$ cat config.mk
export PLATFORM = sky130hd
export DESIGN_NAME = pll_lock_det
export DESIGN_NICKNAME = d
export VERILOG_FILES = /design/src/rtl/pll_lock_det_pkg.sv /design/src/rtl/lock_thresh_sel.sv /design/src/rtl/edge_gap_meas.sv /design/src/rtl/lock_qualifier.sv /design/src/rtl/pll_lock_det.sv
export SDC_FILE = /design/constraint.sdc
export NUM_CORES = 1
export LEC_CHECK = 0
export ABC_AREA = 1
export BUFFER_PORTS_ARGS = -buffer_cell sky130_fd_sc_hd__buf_2
export CORE_ASPECT_RATIO = 0.7
export CORE_MARGIN = 10
export CORE_UTILIZATION = 57
export DETAILED_ROUTE_END_ITERATION = 8
export GPL_TIMING_DRIVEN = 0
export PLACE_DENSITY = 0.77
export SYNTH_ARGS = -nofsm -noshare
export SYNTH_HDL_FRONTEND = slang
export SYNTH_HIERARCHICAL = 1
export SYNTH_SLANG_ARGS = --single-unit
$ cat constraint.sdc
create_clock -name clk_i -period 1.7 [get_ports clk_i]
set_input_delay 0.51 -clock clk_i [delete_from_list [all_inputs] [get_ports clk_i]]
set_output_delay 0.51 -clock clk_i [all_outputs]
set_load 0.01 [all_outputs]
$ cat src/rtl/pll_lock_det_pkg.sv
package pll_lock_det_pkg;
  localparam int unsigned RUN_W = 8;

  typedef enum logic [1:0] {
    ST_IDLE = 2'd0,
    ST_REF  = 2'd1,
    ST_FB   = 2'd2
  } pair_st_e;

  function automatic logic [RUN_W-1:0] run_target(input logic [1:0] sel);
    case (sel)
      2'b00:   return RUN_W'(5);
      2'b01:   return RUN_W'(16);
      2'b10:   return RUN_W'(64);
      default: return RUN_W'(255);
    endcase
  endfunction
endpackage

$ cat src/rtl/lock_thresh_sel.sv
module lock_thresh_sel #(
  parameter int unsigned GAP_W     = 6,
  parameter int unsigned WIN_HIGH  = 8,
  parameter int unsigned LOSS_HIGH = 16,
  parameter int unsigned WIN_LOW   = 3,
  parameter int unsigned LOSS_LOW  = 6
) (
  input  logic             range_low_i,
  output logic [GAP_W-1:0] win_o,
  output logic [GAP_W-1:0] loss_o
);
  localparam logic [GAP_W-1:0] WinH  = GAP_W'(WIN_HIGH);
  localparam logic [GAP_W-1:0] LossH = GAP_W'(LOSS_HIGH);
  localparam logic [GAP_W-1:0] WinL  = GAP_W'(WIN_LOW);
  localparam logic [GAP_W-1:0] LossL = GAP_W'(LOSS_LOW);

  assign win_o  = range_low_i ? WinL  : WinH;
  assign loss_o = range_low_i ? LossL : LossH;

  initial begin
    a_loss_gt_win_r5: assert (LOSS_HIGH > WIN_HIGH && LOSS_LOW > WIN_LOW)
      else $error("loss threshold must exceed window");
  end
endmodule

$ cat src/rtl/edge_gap_meas.sv
module edge_gap_meas
  import pll_lock_det_pkg::*;
#(
  parameter int unsigned TIMEOUT = 32,
  parameter int unsigned GAP_W   = 6
) (
  input  logic             clk_i,
  input  logic             rst_ni,
  input  logic             ref_edge_i,
  input  logic             fb_edge_i,
  output logic             meas_valid_o,
  output logic             meas_miss_o,
  output logic [GAP_W-1:0] meas_gap_o
);
  localparam logic [GAP_W-1:0] Tmo = GAP_W'(TIMEOUT);

  pair_st_e         st_q;
  logic [GAP_W-1:0] tick_q;
  logic             partner, same_side;

  always_comb begin
    partner   = 1'b0;
    same_side = 1'b0;
    case (st_q)
      ST_REF: begin partner = fb_edge_i;  same_side = ref_edge_i; end
      ST_FB:  begin partner = ref_edge_i; same_side = fb_edge_i;  end
      default: ;
    endcase
  end

  always_ff @(posedge clk_i or negedge rst_ni) begin
    if (!rst_ni) begin
      st_q         <= ST_IDLE;
      tick_q       <= '0;
      meas_valid_o <= 1'b0;
      meas_miss_o  <= 1'b0;
      meas_gap_o   <= '0;
    end else begin
      meas_valid_o <= 1'b0;
      meas_miss_o  <= 1'b0;
      if (st_q == ST_IDLE) begin
        if (ref_edge_i && fb_edge_i) begin
          meas_valid_o <= 1'b1;
          meas_gap_o   <= '0;
        end else if (ref_edge_i || fb_edge_i) begin
          st_q   <= ref_edge_i ? ST_REF : ST_FB;
          tick_q <= GAP_W'(1);
        end
      end else if (partner) begin
        meas_valid_o <= 1'b1;
        meas_gap_o   <= tick_q;
        st_q         <= ST_IDLE;
      end else if (same_side) begin
        // repeated edge: old one lost its partner, restart on the new one
        meas_valid_o <= 1'b1;
        meas_miss_o  <= 1'b1;
        meas_gap_o   <= Tmo;
        tick_q       <= GAP_W'(1);
      end else if (tick_q >= Tmo) begin
        meas_valid_o <= 1'b1;
        meas_miss_o  <= 1'b1;
        meas_gap_o   <= Tmo;
        st_q         <= ST_IDLE;
      end else begin
        tick_q <= tick_q + 1'b1;
      end
    end
  end

  p_gap_bound_r7: assert property (@(posedge clk_i) disable iff (!rst_ni)
    meas_valid_o |-> meas_gap_o <= Tmo);
  p_miss_implies_valid_r7: assert property (@(posedge clk_i) disable iff (!rst_ni)
    meas_miss_o |-> meas_valid_o);
  p_same_cycle_gap0_r1: assert property (@(posedge clk_i) disable iff (!rst_ni)
    (st_q == ST_IDLE && ref_edge_i && fb_edge_i) |=> (meas_valid_o && meas_gap_o == '0));
endmodule

$ cat src/rtl/lock_qualifier.sv
module lock_qualifier
  import pll_lock_det_pkg::*;
#(
  parameter int unsigned GAP_W = 6
) (
  input  logic             clk_i,
  input  logic             rst_ni,
  input  logic             meas_valid_i,
  input  logic             meas_miss_i,
  input  logic [GAP_W-1:0] meas_gap_i,
  input  logic [GAP_W-1:0] win_i,
  input  logic [GAP_W-1:0] loss_i,
  input  logic [1:0]       count_sel_i,
  input  logic             disable_i,
  output logic             locked_o
);
  logic [RUN_W-1:0] run_q, run_nxt, target;
  logic             in_win, beyond_loss;

  assign target      = run_target(count_sel_i);
  assign in_win      = !meas_miss_i && (meas_gap_i < win_i);
  assign beyond_loss = meas_miss_i || (meas_gap_i > loss_i);
  assign run_nxt     = (run_q >= target) ? target : run_q + 1'b1;

  always_ff @(posedge clk_i or negedge rst_ni) begin
    if (!rst_ni) begin
      run_q    <= '0;
      locked_o <= 1'b0;
    end else if (disable_i) begin
      run_q    <= '0;
      locked_o <= 1'b0;
    end else if (meas_valid_i) begin
      if (!locked_o) begin
        if (in_win) begin
          run_q <= run_nxt;
          if (run_nxt == target) locked_o <= 1'b1;
        end else begin
          run_q <= '0;
        end
      end else if (beyond_loss) begin
        locked_o <= 1'b0;
        run_q    <= '0;
      end
    end else if (run_q > target) begin
      run_q <= target;
    end
  end

  p_disable_clears_r6: assert property (@(posedge clk_i) disable iff (!rst_ni)
    disable_i |=> (!locked_o && run_q == '0));
  p_run_saturates_r2: assert property (@(posedge clk_i) disable iff (!rst_ni)
    $stable(count_sel_i) |-> run_q <= target);
  p_lock_on_inwin_r2: assert property (@(posedge clk_i) disable iff (!rst_ni)
    $rose(locked_o) |-> $past(meas_valid_i && in_win && !disable_i));
  p_unlock_cause_r4: assert property (@(posedge clk_i) disable iff (!rst_ni)
    $fell(locked_o) |-> $past(disable_i || (meas_valid_i && beyond_loss)));
  p_reset_on_miss_r3: assert property (@(posedge clk_i) disable iff (!rst_ni)
    (!locked_o && meas_valid_i && !in_win && !disable_i) |=> (run_q == '0 && !locked_o));
endmodule

$ cat src/rtl/pll_lock_det.sv
module pll_lock_det #(
  parameter int unsigned TIMEOUT   = 32,
  parameter int unsigned WIN_HIGH  = 8,
  parameter int unsigned LOSS_HIGH = 16,
  parameter int unsigned WIN_LOW   = 3,
  parameter int unsigned LOSS_LOW  = 6
) (
  input  logic       clk_i,
  input  logic       rst_ni,
  input  logic       ref_edge_i,
  input  logic       fb_edge_i,
  input  logic       range_low_i,
  input  logic [1:0] count_sel_i,
  input  logic       disable_i,
  output logic       locked_o,
  output logic       lock_n_o
);
  localparam int unsigned GAP_W = $clog2(TIMEOUT + 1) + 1;

  logic             meas_valid, meas_miss;
  logic [GAP_W-1:0] meas_gap, win, loss;

  edge_gap_meas #(.TIMEOUT(TIMEOUT), .GAP_W(GAP_W)) u_meas (
    .clk_i, .rst_ni, .ref_edge_i, .fb_edge_i,
    .meas_valid_o(meas_valid), .meas_miss_o(meas_miss), .meas_gap_o(meas_gap)
  );

  lock_thresh_sel #(
    .GAP_W(GAP_W), .WIN_HIGH(WIN_HIGH), .LOSS_HIGH(LOSS_HIGH),
    .WIN_LOW(WIN_LOW), .LOSS_LOW(LOSS_LOW)
  ) u_thr (
    .range_low_i, .win_o(win), .loss_o(loss)
  );

  lock_qualifier #(.GAP_W(GAP_W)) u_qual (
    .clk_i, .rst_ni,
    .meas_valid_i(meas_valid), .meas_miss_i(meas_miss), .meas_gap_i(meas_gap),
    .win_i(win), .loss_i(loss), .count_sel_i, .disable_i, .locked_o
  );

  assign lock_n_o = ~locked_o;

  p_status_low_r8: assert property (@(posedge clk_i) disable iff (!rst_ni)
    lock_n_o != locked_o);
endmodule

* After elaboration in Yosys (flattened, before gate mapping)
Cells that the tools add are included.
** Storage, ports and cells
- Register bits :: 27
- Memories kept :: 0
- Output and inout bits :: 2
- Latch bits :: 0
- ROM bits :: 0
- Logic and storage cells :: 85
- Memory bits (writable) :: 0
** Cells by class
- Bitwise logic cells :: 1
- Shifts and indexed selects :: 0
- Div/mod/pow operators :: 0
- Add/subtract/negate cells :: 2
- Eq/ne operators :: 12
- $lt $le $gt $ge :: 5
- Mux-type cells :: 43
- Multipliers :: 0
- Reduce and logical (&&, ||, !) cells :: 15
** Operators by type and width (count)
- $mux W7 :: 11
- $mux W8 :: 7
- $pmux W8 S3 :: 1
- $mux W2 :: 7
- $mux W1 :: 13
- $add A8 B1 Y8 const B :: 1
- $eq A8 B8 Y1 :: 1
- $ge A8 B8 Y1 :: 1
- $gt A8 B8 Y1 :: 1
- $ne A2 B2 Y1 const B :: 4
- $reduce_and A4 Y1 :: 2
- $add A7 B1 Y7 const B :: 1
- $ge A7 B6 Y1 const B :: 1
- $gt A7 B5 Y1 :: 1
- $lt A7 B4 Y1 :: 1
- $reduce_bool A3 Y1 :: 2
- $mux W5 :: 1
- $eq A2 B1 Y1 const B :: 2
- $eq A2 B2 Y1 const B :: 2
- $logic_not A2 Y1 :: 2
- $mux W4 :: 1
- $ne A4 B4 Y1 const B :: 1
- $pmux W1 S2 :: 2
- $reduce_and A2 Y1 :: 2
- 8 further kinds :: 10

* Longest topological paths before layout
Gate-level depths: netlist of run 1.
- Word-level depth :: 10
- Mapped depth :: 18
- Depth with buffers taken out :: 18

* Cells and area by module
The synthesis of run 1 kept the hierarchy.
** By module, submodules not included
- lock_qualifier :: cells an instance 227, instances 1, area an instance 1470.2 um2, sequential area each 225.2 um2
- edge_gap_meas :: cells an instance 129, instances 1, area an instance 1019.7 um2, sequential area each 450.4 um2
- lock_thresh_sel :: cells an instance 15, instances 1, area an instance 105.1 um2, sequential area each 0.0 um2
- pll_lock_det :: cells an instance 1, instances 1, area an instance 3.8 um2, sequential area each 0.0 um2

* Least setup slack after synthesis of run 1
No wires, ideal clock.
- Path type :: input to register
- Start point :: input count_sel_i[0]
- End point :: register u_qual.run_q[0]
- Arrival :: 2120 ps
- Buffers on the path :: 0
- Stages on the path :: 18
- Slack :: -484 ps
- Setup time :: 65 ps
- Required time :: 1635 ps
- Cells stage by stage :: inv_1 ha_1 inv_1 ha_1 nand2_1 inv_2 nand2_1 nand2_1 nand2_2 nand2_1 nand2_1 nand2_2 nand2_4 nor2_4 inv_2 nor2_1 nand2_1 nand2_1
** Between the ends
- Word-level cells in the longest chain between the ends :: 8
- Elaborated cells on any way between the ends :: 14
** RTL lines
- from (decl) :: RTL line pll_lock_det.sv:13 : input logic [1:0] count_sel_i,
- $eq A2 B2 Y1, or another cell as far along :: RTL line pll_lock_det_pkg.sv:11 : case (sel)
- $pmux W8 S3 (*) :: RTL line pll_lock_det_pkg.sv:11
- $ge A8 B8 Y1 :: RTL line lock_qualifier.sv:23 : assign run_nxt = (run_q >= target) ? target : run_q + 1'b1;
- $mux W8 :: RTL line lock_qualifier.sv:23
- $mux W8 :: RTL line lock_qualifier.sv:34 : if (in_win) begin
- $mux W8 :: RTL line lock_qualifier.sv:33 : if (!locked_o) begin
- $mux W8 :: RTL line lock_qualifier.sv:32 : end else if (meas_valid_i) begin
- $mux W8 :: RTL line lock_qualifier.sv:29 : end else if (disable_i) begin
- to (signal assigned) :: RTL line lock_qualifier.sv:35 : run_q <= run_nxt;
- to (signal assigned) :: RTL line lock_qualifier.sv:45 : run_q <= target;
- to (decl) :: RTL line lock_qualifier.sv:17 : logic [RUN_W-1:0] run_q, run_nxt, target;
Mark *: on every way between the ends. The rest lies on a longest branch, timed or not. The select of a mux whose other input is x is not followed.
A chain may end at the register's enable or synchronous reset.

* Final worst setup path of run 1
- Start point :: input count_sel_i[0]
- End point :: register u_qual.locked_o
** Between the ends
- Word-level cells in the longest chain between the ends :: 10
- Elaborated cells on any way between the ends :: 12
** RTL lines
- $eq A2 B2 Y1, or another cell as far along :: RTL line pll_lock_det_pkg.sv:11
- $pmux W8 S3 (*) :: RTL line pll_lock_det_pkg.sv:11
- $ge A8 B8 Y1 :: RTL line lock_qualifier.sv:23
- $mux W8 :: RTL line lock_qualifier.sv:23
- $eq A8 B8 Y1 (*) :: RTL line lock_qualifier.sv:36 : if (run_nxt == target) locked_o <= 1'b1;
- $mux W1 (*) :: RTL line lock_qualifier.sv:36
- $mux W1 (*) :: RTL line lock_qualifier.sv:34
- $mux W1 (*) :: RTL line lock_qualifier.sv:33
- $mux W1 (*) :: RTL line lock_qualifier.sv:32
- $mux W1 (*) :: RTL line lock_qualifier.sv:29
- to (signal assigned) :: RTL line lock_qualifier.sv:28 : locked_o <= 1'b0;
- to (signal assigned) :: RTL line lock_qualifier.sv:31 : locked_o <= 1'b0;
- to (signal assigned) :: RTL line lock_qualifier.sv:36
- to (decl) :: RTL line lock_qualifier.sv:15 : output logic locked_o
Marks and branches as above.

==> flow_summary.yaml, run 1 <==
sta:
  final-setup-viol-count: 9
  period_minus_slack_ns: 2.154
  report.final.slew_viol_count: 0
  rsz0062_at_grt: "true"
  fin_worst_skew_ns: 0.004041
  post-route-period-util: 1.267
  slew_headroom: 0.6164
  hold_viol_final: 0
  fin_hold_ws_ns: 0.2205
  worst_pin_slew_ns: 0.5754
  timing.final.ws_setup_ns: -0.4538
  max_freq_mhz: 464.3
placed_design:
  hpwl_um: 4397
  place_congestion: 0.8992
  io_buffer_count: 9
  placed_cells: 443
  post-place-ws_ns: -0.8777
synthesis:
  synth_cells: 372
  synth.distinct_cells: 33
  synth_top_family_by_area: "simple AND/OR/NAND/NOR gates"
  syn_area_mm2: 0.002599
  synth-simple-area-share: 0.3779
  seq_area_frac_synth: 0.2600
  synth_compound_area_frac: 0.07559
  yosys.area_share.adder: 0.1444
  syn_area_per_cell_um2: 6.986
  yosys_warnings: 6
  muxShareOfSynthArea: 0
  synth-xor-area-share: 0.01348
  synth-seq-cells: 27
route:
  antenna_left: 0
  vias_per_cell: 5.350
  wl_per_cell_um: 13.20
  initialDrtViolationCount: 277
  wl_um: 6111
  drc: 0
  dr.pass1.iters: 5
  vias: 2477
power_and_ir_drop:
  power_density_mw_per_mm2: 1569
  p_comb_frac: 0.698
  seqPwrFrac: 0.230
  ir_worst_vdd_uv: 966.2
  p_leak_nw: 1.698
  total_power_w: 0.004940
  pwr-share-clk: 0.072
  p_sw_frac: 0.5302
  p_int_w: 0.002321
  power_switching_w: 0.002619
finish:
  area_growth_pct: 21.14
  antenna_cells: 0
  fin_nets: 447
  fill_cells: 323
  multiInputGateArea_mm2: 0.001802
  fin_util: 0.7189
  layout.cells.non_filler: 463
  layout-drive-gt1-share: 0.2721
  ff_latch_area_um2: 675.6
die:
  fp.dieH_um: 76.50
  ioPinCount: 10
  initial_utilization: 0.5934
  dieArea_mm2: 0.007703
  rows: 20
  coreArea_mm2: 0.004379
  die_x_um: 100.7
setup_path:
  worstPathArrival_ns: 2.37
  path_max_fanout: 5
  endpoint_kind: "register"
  crit_type: "in2reg"
  critPathRequiredTime_ns: 1.92
  start_kind: "input pin"
grt:
  antenna_found_initial: 0
  globalRouteTotalUtil: 0.1580
  grt_pass1_vias: 2228
  grt_pass1_wl_um: 10330
  grt_max_degree: 28
  overflow: 0
worst_hold_path:
  min_path_type: "in2async"
clock_tree:
  cts_sinks: 27
  path_clk_slew_ns: 0.09
  numCtsBuffers: 3
  clock_latency_ns: 0.27
  cts_max_path_buffers: 2
  cts_root_buffer: "clkbuf_8"
  cts_tree: "yes"
  htreeDepth: 1
run_status:
  outcome: "complete, but fails checks"
  violations: "negative setup slack"
run:
  cap_violations: 0
[worst paths after layout]
path / startpoint / end / slack, ns / depth (start not counted)
hold / removal: rst_ni / u_meas/st_q[1] / 0.22 / 1
setup / recovery: count_sel_i[0] / u_qual/locked_o / -0.45 / 13
hold reg to reg: u_meas/meas_gap_o[0] / u_meas/meas_gap_o[0] / 0.50 / 2
setup reg to reg: u_qual/run_q[0] / u_qual/locked_o / -0.32 / 15
min in group clk_i: u_meas/meas_gap_o[0] / u_meas/meas_gap_o[0] / 0.50 / 2
max in group asynchronous: rst_ni / u_qual/locked_o / 1.10 / 1
[power by group through the flow]
stage          sequential (W)  clock, W  combinational (W)
2_1_floorplan         0.00104         0            0.00225
3_3_place_gp          0.00111         0            0.00268
3_5_place_dp          0.00112         0            0.00274
4_1_cts               0.00113  0.000370            0.00312
5_1_grt               0.00116  0.000393            0.00382
6_report              0.00114  0.000355            0.00345
[per-stage QoR]
| step | instance area, um2 | TNS, ns |
|---|---|---|
| after CTS | 3094 | -2.613 |
| after global placement | 2826 | -7.392 |
| after global routing | 3148 | -4.294 |
| after floorplan | 2713 | -3.195 |
| after detailed placement | 2826 | -7.442 |
| final | 3148 | -3.515 |
[per-layer routing]
metal,part of all wire,track usage,vias to the layer above
met2,0.43,0.2274,104
met4,0.014,0.02676,0
met1,0.47,0.2365,1117
met5,0,0,-
li1,-,-,1238
met3,0.090,0.02899,18
[cell usage after synthesis]
master,count,share of area
nand2_1,114,0.16
inv_1,51,0.074
ha_1,30,0.14
dfrtp_1,27,0.26
nand3_1,26,0.050
nor2_1,20,0.029
nand2_2,15,0.036
buf_4,13,0.038
a21oi_1,11,0.021
nand4_1,9,0.022
o21ai_0,8,0.015
inv_2,7,0.010
nor2_4,4,0.017
o21ai_1,4,0.0077
nand2_4,3,0.013
nand3_2,3,0.012
nor2_2,3,0.0072
o211ai_1,3,0.0087
xor2_1,3,0.010
a21o_1,2,0.0058
nand3_4,2,0.013
nand3b_1,2,0.0058
o21a_1,2,0.0058
a21oi_2,1,0.0034
a31oi_1,1,0.0024
buf_2,1,0.0019
clkbuf_1,1,0.0014
conb_1,1,0.0014
inv_4,1,0.0024
nand4_4,1,0.0082
o22ai_1,1,0.0024
o31ai_1,1,0.0029
xnor2_1,1,0.0034
[registers in the layout (all words and copies together) (netlist names)]
register / cells
u_meas/meas_gap_o: 7
u_meas/meas_miss_o: 1
u_meas/meas_valid_o: 1
u_meas/st_q: 2
u_meas/tick_q: 7
u_qual/locked_o: 1
u_qual/run_q: 8
[critical path, cell delays in order]
cell and delay (ns):
buf_12 0.12, ha_4 0.19, inv_8 0.10, ha_4 0.22
a21o_1 0.19, nor2_4 0.19, buf_4 0.15, nand4_1 0.12
o21ai_1 0.21, nand3_2 0.12, nand2_2 0.10, nand3_1 0.07
nand2_1 0.07
[cell usage in the layout (no fill, tap or decap), types with 3 or more instances in the layout]
cell type,instances
o21ai_1,7
buf_2,8
nand3_2,5
conb_1,8
nor2_4,5
dfrtp_1,27
buf_4,27
o21ai_0,5
clkbuf_8,3
inv_4,3
xor2_1,3
nand2_4,7
inv_1,48
nand3_1,24
o211ai_1,3
a21oi_1,9
nand2_1,103
ha_4,8
inv_2,6
nor2_1,18
nor2_2,4
nand2_2,22
ha_1,22
nand4_1,9
[layout make-up]
cell class / instances / area share
well taps: 55 / 0.02186
clock inverters: 1 / 0.001590
flip-flops and latches: 27 / 0.2146
multi-input cells: 278 / 0.5723
repair buffers: 24 / 0.06081
inverters: 59 / 0.07989
clock buffers: 3 / 0.01312
repair inverters: 1 / 0.001987
plain buffers: 15 / 0.03378
[repair_timing]
action,in CTS,in global routing
buffers inserted,11,4
endpoints found under the setup margin,9,9
gates cloned,1,0
gates resized for setup,27,8
pin swaps,17,6
hold buffers,0,0
[kinds of logic (layout without fill, tap and decap cells)]
kind of cell             count (synthesis)  count (layout)
buffers and inverters                   74             103
other                                    1               8
AND/OR/NAND/NOR                        202             202
flip-flops                              27              27
XOR/XNOR                                 4               4
adder cells (fa/ha/maj)                 30              30
AO/OA/AOI/OAI                           34              34
No activity file was read; power rests on OpenSTA's default activity.
==> run 2, diff against run 1 <==
--- a/config.mk
+++ b/config.mk
@@ -5,14 +5,14 @@
 export SDC_FILE = /design/constraint.sdc
 export NUM_CORES = 1
 export LEC_CHECK = 0
-export ABC_AREA = 1
+export ABC_AREA = 0
 export BUFFER_PORTS_ARGS = -buffer_cell sky130_fd_sc_hd__buf_2
 export CORE_ASPECT_RATIO = 0.7
 export CORE_MARGIN = 10
-export CORE_UTILIZATION = 57
+export CORE_UTILIZATION = 56
 export DETAILED_ROUTE_END_ITERATION = 8
 export GPL_TIMING_DRIVEN = 0
-export PLACE_DENSITY = 0.77
+export PLACE_DENSITY = 0.76
 export SYNTH_ARGS = -nofsm -noshare
 export SYNTH_HDL_FRONTEND = slang
 export SYNTH_HIERARCHICAL = 1
==> run 2 against run 1 <==
- the run still ends with negative setup slack left
- first-iteration DRC count shrank 43%
- global-route usage grew 0.77 points
- cell count shrank 20%
- final area shrank 1.2%
- sequential share of layout area grew 0.26 points
- sequential power is essentially flat
- fmax shrank 7.2%
- core utilization grew 5.1 points
- non-clock buffer count grew 14
- largest cell class unchanged
==> flow_summary.yaml, run 2 <==
synthesis:
  synth-seq-cells: 27
  synth_compound_area_frac: 0.2484
  yosysMostFrequentCell: "inv_1"
  synth_flop_cell: "dfrtp_1"
  yosysTopAreaCell: "dfrtp_1"
  synth_top_family_by_area: "compound AO/OA/AOI/OAI gates"
  synth.area.top_cells: "dfrtp_1, ha_1, inv_1"
  synth_async_sr_flop_share: 1.000
  seq_area_frac_synth: 0.2801
  yosys.area_share.adder: 0.1556
  synth_cells: 273
  synth_commonest_cells: "inv_1, ha_1, dfrtp_1"
  muxShareOfSynthArea: 0.008299
  synth-simple-area-share: 0.1727
  syn_area_mm2: 0.002412
  syn_area_per_cell_um2: 8.836
  synth-xor-area-share: 0.02541
  yosys_warnings: 6
  synth.distinct_cells: 61
  synth-edff-count: 0
  yosysTopAreaCellShare: 0.2801
die:
  coreArea_mm2: 0.004041
  die_x_um: 98.45
  ioPinCount: 10
  dieArea_mm2: 0.007375
  initial_utilization: 0.5969
  fp.dieH_um: 74.91
  rows: 19
power_and_ir_drop:
  power_density_mw_per_mm2: 1543
  total_power_w: 0.004800
  p_leak_nw: 1.438
  ir_worst_vdd_uv: 1248
clock_tree:
  cts_max_path_buffers: 2
  cts_root_buffer: "clkbuf_8"
  htreeDepth: 1
  cts_sinks: 27
  clock_latency_ns: 0.27
  path_clk_slew_ns: 0.08
  numCtsBuffers: 3
  cts_tree: "yes"
  ctsHoldBuffers: 0
finish:
  antenna_cells: 0
  fin_util: 0.7697
  largestRegisters: "u_qual/run_q: 8 flops, u_meas/meas_gap_o: 7 flops, u_meas/tick_q: 7 flops"
  fill_cells: 281
  largest_reg_flops: 8
  largest_register: "u_qual/run_q"
  final_cell_mix: "buf_4, inv_1, dfrtp_1"
  area_growth_pct: 28.94
  final_common_cell: "buf_4"
  fin_nets: 357
  layout-drive-gt1-share: 0.3365
setup_path:
  cp_common_cell: "ha_4"
  start_kind: "input pin"
  worstReg2RegEnd: "u_qual/run_q[2]"
  path_max_fanout: 4
  r2r-start: "u_qual/run_q[1]"
  max_stage_delay_ns: 0.27
  r2r_cells: 9
  cpMaxStageDelayCell: "o211ai_1"
  crit_family: "compound AO/OA/AOI/OAI gates"
  path_cells: "buf_8, ha_4, clkinv_4, ha_4, nor2b_4, o211ai_1, a31oi_2, buf_4, buf_6, o22a_4, a32oi_2, o2bb2ai_2"
  endpoint_kind: "register"
  crit_type: "in2reg"
  worstPathArrival_ns: 2.48
  cp_num_buf_inv: 4
  r2r_setup_slack_ns: -0.57
  critPathRequiredTime_ns: 1.86
route:
  dr.pass1.iters: 4
  wl_um: 6212
  wl_per_cell_um: 16.79
  vias_per_cell: 5.905
  vias: 2185
  drc: 0
  antenna_left: 0
  initialDrtViolationCount: 158
sta:
  worst_pin_slew_ns: 0.5862
  max_freq_mhz: 431.0
  hold_viol_final: 0
  post-route-period-util: 1.365
  period_minus_slack_ns: 2.320
  final-setup-viol-count: 24
  fin_worst_skew_ns: 0.005376
  timing.final.ws_setup_ns: -0.6203
  slew_headroom: 0.6092
  report.final.slew_viol_count: 0
  rsz0062_at_grt: "true"
placed_design:
  io_buffer_count: 9
  post-place-ws_ns: -1.150
  place_congestion: 0.8327
  hpwl_um: 4040
run:
  cap_violations: 0
grt:
  globalRouteTotalUtil: 0.1657
  grt_max_degree: 28
  grt_pass1_wl_um: 10050
  antenna_found_initial: 0
  overflow: 0
  grt_pass1_vias: 1971
run_status:
  violations: "negative setup slack"
  outcome: "complete, but fails checks"
worst_hold_path:
  min_path_type: "in2async"
run 2: kinds of logic (layout without fill, tap and decap cells):
family	count (synthesis)	in the layout
AO/OA/AOI/OAI	75	75
buffers and inverters	53	91
AND/OR/NAND/NOR	78	78
other	1	8
XOR/XNOR	7	7
adder cells (fa/ha/maj)	30	30
multiplexers	2	2
flip-flops	27	27
run 2: cell type report:
| cell class | count | area [um2] | area share |
|---|---|---|---|
| Multi-Input combinational cell | 200 | 1764 | 0.5672 |
| Sequential cell | 27 | 675.6 | 0.2172 |
| Timing Repair Buffer | 37 | 307.8 | 0.09895 |
| Inverter | 34 | 135.1 | 0.04344 |
| Buffer | 16 | 117.6 | 0.03781 |
| Tap cell | 52 | 65.06 | 0.02092 |
| Clock buffer | 4 | 45.04 | 0.01448 |
run 2: what timing repair did:
item | CTS | global route
setup buffers | 20 | 8
gates resized for setup | 32 | 17
pin swaps | 22 | 13
endpoints found under the setup margin | 25 | 27
run 2: through the flow:
step / hold slack [ns] / setup TNS (ns) / instance area, um2 / instances
after floorplan: 0.2144 / -6.196 / 2556 / 280
after global placement: 0.5334 / -11.12 / 2666 / 341
after detailed placement: 0.5391 / -11.81 / 2666 / 341
after CTS: 0.2369 / -6.001 / 2978 / 362
after global routing: 0.2540 / -9.490 / 3110 / 370
final: 0.2312 / -7.528 / 3110 / 370
run 2: worst register-to-register path: cells and delay by family, from the launching register on:
| kind | cells | cell delay, ns |
|---|---|---|
| compound gates | 5 | 0.98 |
| fa+ha+maj | 1 | 0.28 |
| buf+inv | 2 | 0.31 |
| flops | 1 | 0.47 |
| simple gates | 1 | 0.13 |
run 2: power by group:
group          switching (W)  internal (W)  leakage [nW]
sequential          0.000318      0.000849         0.360
clock               0.000190      0.000168        0.0228
combinational        0.00169       0.00159          1.05
total                0.00219       0.00261          1.44
run 2: worst max path at each step:
stage                    from              end  slack (ns)  depth (start not counted)
2_1_floorplan  count_sel_i[0]  u_qual/run_q[3]       -0.78                         10
3_3_place_gp   count_sel_i[1]  u_qual/run_q[3]       -1.11                         11
3_5_place_dp   count_sel_i[1]  u_qual/run_q[3]       -1.15                         11
4_1_cts        count_sel_i[1]  u_qual/run_q[3]       -0.60                         10
5_1_grt        count_sel_i[1]  u_qual/run_q[2]       -0.66                         12
6_report       count_sel_i[1]  u_qual/run_q[2]       -0.62                         12
run 2: metal layers:
metal	track usage	part of all wire
met1	0.2294	0.47
met2	0.2567	0.44
met3	0.03839	0.073
met4	0.03962	0.011
met5	0	0
==> run 3, diff against run 2 <==
--- a/config.mk
+++ b/config.mk
@@ -7,13 +7,13 @@
 export LEC_CHECK = 0
 export ABC_AREA = 0
 export BUFFER_PORTS_ARGS = -buffer_cell sky130_fd_sc_hd__buf_2
+export CAP_MARGIN = 20
 export CORE_ASPECT_RATIO = 0.7
 export CORE_MARGIN = 10
-export CORE_UTILIZATION = 56
+export CORE_UTILIZATION = 55
 export DETAILED_ROUTE_END_ITERATION = 8
-export GPL_TIMING_DRIVEN = 0
-export PLACE_DENSITY = 0.76
+export GPL_TIMING_DRIVEN = 1
+export PLACE_DENSITY = 0.75
 export SYNTH_ARGS = -nofsm -noshare
 export SYNTH_HDL_FRONTEND = slang
-export SYNTH_HIERARCHICAL = 1
 export SYNTH_SLANG_ARGS = --single-unit
==> run 3 against run 2 <==
- the run still ends with negative setup slack left
- die area shrank 9.9%
- sequential share of layout area shrank 0.25 points
- power grew 3.8%
- worst setup slack gained 0.010 ns
- global-route usage grew 5.6 points
- core utilization grew 11 points
- combinational power grew 7.6%
- first-iteration DRC count grew 69%
- cell count shrank 4.9%
- synthesized cell count shrank 16%
- worst hold slack lost 0.0032 ns
==> flow_summary.yaml, run 3 <==
run_status:
  outcome: "complete, but fails checks"
  violations: "negative setup slack"
grt:
  grt-busiest-layer: "met2"
  grt_max_degree: 28
  globalRouteTotalUtil: 0.2214
  grt_pass1_wl_um: 11700
  met3_usage: 0.05619
  grt_pass1_vias: 2270
  met2_usage: 0.3652
  use_met1: 0.2712
  overflow: 0
  antenna_found_initial: 0
clock_tree:
  cts_tree: "yes"
  path_clk_slew_ns: 0.10
  htreeDepth: 1
  clock_latency_ns: 0.29
  cts_root_buffer: "clkbuf_8"
  ctsHoldBuffers: 0
  cts_max_path_buffers: 2
  numCtsBuffers: 3
  cts_sinks: 27
die:
  dieArea_mm2: 0.006643
  initial_utilization: 0.5802
  fp.dieH_um: 71.26
  coreArea_mm2: 0.003558
  ioPinCount: 10
  rows: 18
  die_x_um: 93.23
run:
  cap_violations: 0
sta:
  hold_viol_final: 0
  period_minus_slack_ns: 2.310
  max_freq_mhz: 432.9
  fin_hold_ws_ns: 0.2280
  final-setup-viol-count: 24
  slew_headroom: 0.5753
  fin_worst_skew_ns: 0.002321
  timing.final.ws_setup_ns: -0.6102
  post-route-period-util: 1.359
  rsz0062_at_grt: "true"
  worst_pin_slew_ns: 0.6371
  report.final.slew_viol_count: 0
route:
  wl_per_cell_um: 22.57
  wl_um: 7943
  dr.pass1.iters: 4
  vias: 2319
  vias_per_cell: 6.588
  drc: 0
  antenna_left: 0
  initialDrtViolationCount: 267
finish:
  largest_reg_flops: 8
  largest_register: "u_qual.run_q"
  design_area_mm2: 0.003147
  fill_cells: 168
  final_cell_mix: "buf_4, dfrtp_1, nand2_1"
  layout-drive-gt1-share: 0.4934
  largestRegisters: "u_qual.run_q: 8 flops, u_meas.meas_gap_o: 7 flops, u_meas.tick_q: 7 flops"
  final_common_cell: "buf_4"
  area_growth_pct: 52.42
  antenna_cells: 0
  fin_nets: 332
setup_path:
  start_kind: "register"
  critPathRequiredTime_ns: 1.91
  worstReg2RegEnd: "u_qual.run_q[6]"
  max_stage_delay_ns: 0.42
  r2r_setup_slack_ns: -0.61
  path_max_fanout: 10
  r2r-start: "u_meas.meas_gap_o[3]"
  crit_family: "simple AND/OR/NAND/NOR gates"
  path_cells: "ha_4, or3_4, a311oi_4, nand3_2, buf_6, nor3_4, buf_6, buf_4, nand4_1, o221ai_2"
  endpoint_kind: "register"
  cp_num_buf_inv: 3
  cp_common_cell: "buf_6"
  worstPathArrival_ns: 2.52
  r2r_cells: 10
  cpMaxStageDelayCell: "dfrtp_1"
  crit_type: "reg2reg"
placed_design:
  io_buffer_count: 9
  placed_cell_area_mm2: 0.002721
  place_congestion: 0.9243
  hpwl_um: 4776
synthesis:
  yosysTopAreaCell: "dfrtp_1"
  syn_nets: 257
  synth_cells: 228
  synth_async_sr_flop_share: 1.000
  synth-seq-cells: 27
  synth_flop_cell: "dfrtp_1"
  synth_commonest_cells: "dfrtp_1, ha_1, nand2_1"
  synth.distinct_cells: 58
  syn_area_mm2: 0.002064
  yosys_warnings: 0
  yosysTopAreaCellShare: 0.3273
  seq_area_frac_synth: 0.3273
  synth.area.top_cells: "dfrtp_1, ha_1, a21oi_1"
  synth-edff-count: 0
  yosysMostFrequentCell: "dfrtp_1"
  syn_area_per_cell_um2: 9.055
power_and_ir_drop:
  power_density_mw_per_mm2: 1584
  p_leak_nw: 1.355
  ir_worst_vdd_uv: 1357
  total_power_w: 0.004984
worst_hold_path:
  min_path_type: "in2async"
==> run 3: cell count changes after synthesis, sizes merged, moves of 4 or more <==
cell | previous run | this run
ha | 30 | 21
buf | 16 | 3
a21oi | 9 | 17
inv | 34 | 18
o22ai | 4 | 0
a211o | 5 | 0
o22a | 4 | 0
nand3 | 10 | 6
==> run 3: timing repair <==
action                                  4_1_cts  5_1_grt
endpoints found under the setup margin       24       25
pin swaps                                    19       19
buffers inserted                              8        4
resized for setup                            41       23
==> run 3: layout make-up <==
| type | count | area, um2 | area share |
|---|---|---|---|
| multi-input cells | 177 | 1692 | 0.5376 |
| flip-flops and latches | 27 | 675.6 | 0.2147 |
| inverters | 18 | 80.08 | 0.02545 |
| repair buffers | 76 | 588.1 | 0.1869 |
| clock buffers | 3 | 41.29 | 0.01312 |
| clock inverters | 1 | 7.507 | 0.002386 |
| well taps | 50 | 62.56 | 0.01988 |
==> run 3: logic make-up (layout without fill, tap and decap cells) <==
| logic type | after synthesis | count (layout) | share of synthesized area |
|---|---|---|---|
| simple gates | 76 | 76 | 0.2012 |
| compound gates | 72 | 72 | 0.2570 |
| flops | 27 | 27 | 0.3273 |
| buf+inv | 24 | 98 | 0.04606 |
| fa+ha+maj | 21 | 21 | 0.1273 |
| xor+xnor | 7 | 7 | 0.03636 |
| mux | 1 | 1 | 0.004849 |
==> run 3: metrics by stage <==
| step | cells | TNS, ns | util | setup WS, ns |
|---|---|---|---|---|
| 2_1_floorplan | 228 | -4.759 | - | -0.5683 |
| 3_3_place_gp | 337 | -8.403 | 0.7648 | -0.8964 |
| 3_5_place_dp | 337 | -10.46 | 0.7648 | -1.016 |
| 4_1_cts | 349 | -4.005 | 0.8470 | -0.4427 |
| 5_1_grt | 352 | -7.764 | 0.8843 | -0.6883 |
| 6_report | 352 | -6.262 | 0.8843 | -0.6102 |
==> run 3: layer usage <==
layer / wire [um] / vias to the layer above / part of all wire
met2: 3671 / 138 / 0.46
met3: 883 / 29 / 0.11
met4: 284 / 0 / 0.036
met5: 0 / - / 0
li1: - / 1017 / -
met1: 3104 / 1135 / 0.39
==> run 3: worst max path at each step <==
stage / start / endpoint / slack, ns / cells past startpoint
finish: u_meas.meas_gap_o[3] / u_qual.run_q[6] / -0.61 / 10
global route: u_meas.meas_gap_o[3] / u_qual.run_q[6] / -0.69 / 10
CTS: u_meas.meas_gap_o[3] / u_qual.run_q[4] / -0.44 / 7
detailed placement: count_sel_i[1] / u_qual.run_q[2] / -1.02 / 10
global placement: count_sel_i[1] / u_qual.run_q[5] / -0.90 / 10
floorplan: count_sel_i[1] / u_qual.run_q[2] / -0.57 / 10
==> run 3: where the power goes <==
group          internal [W]  switching (W)  total, W  leakage, nW
combinational       0.00161        0.00192   0.00353        0.970
clock              0.000168       0.000228  0.000396       0.0217
sequential         0.000824       0.000236   0.00106        0.364
total               0.00260        0.00238   0.00498         1.36
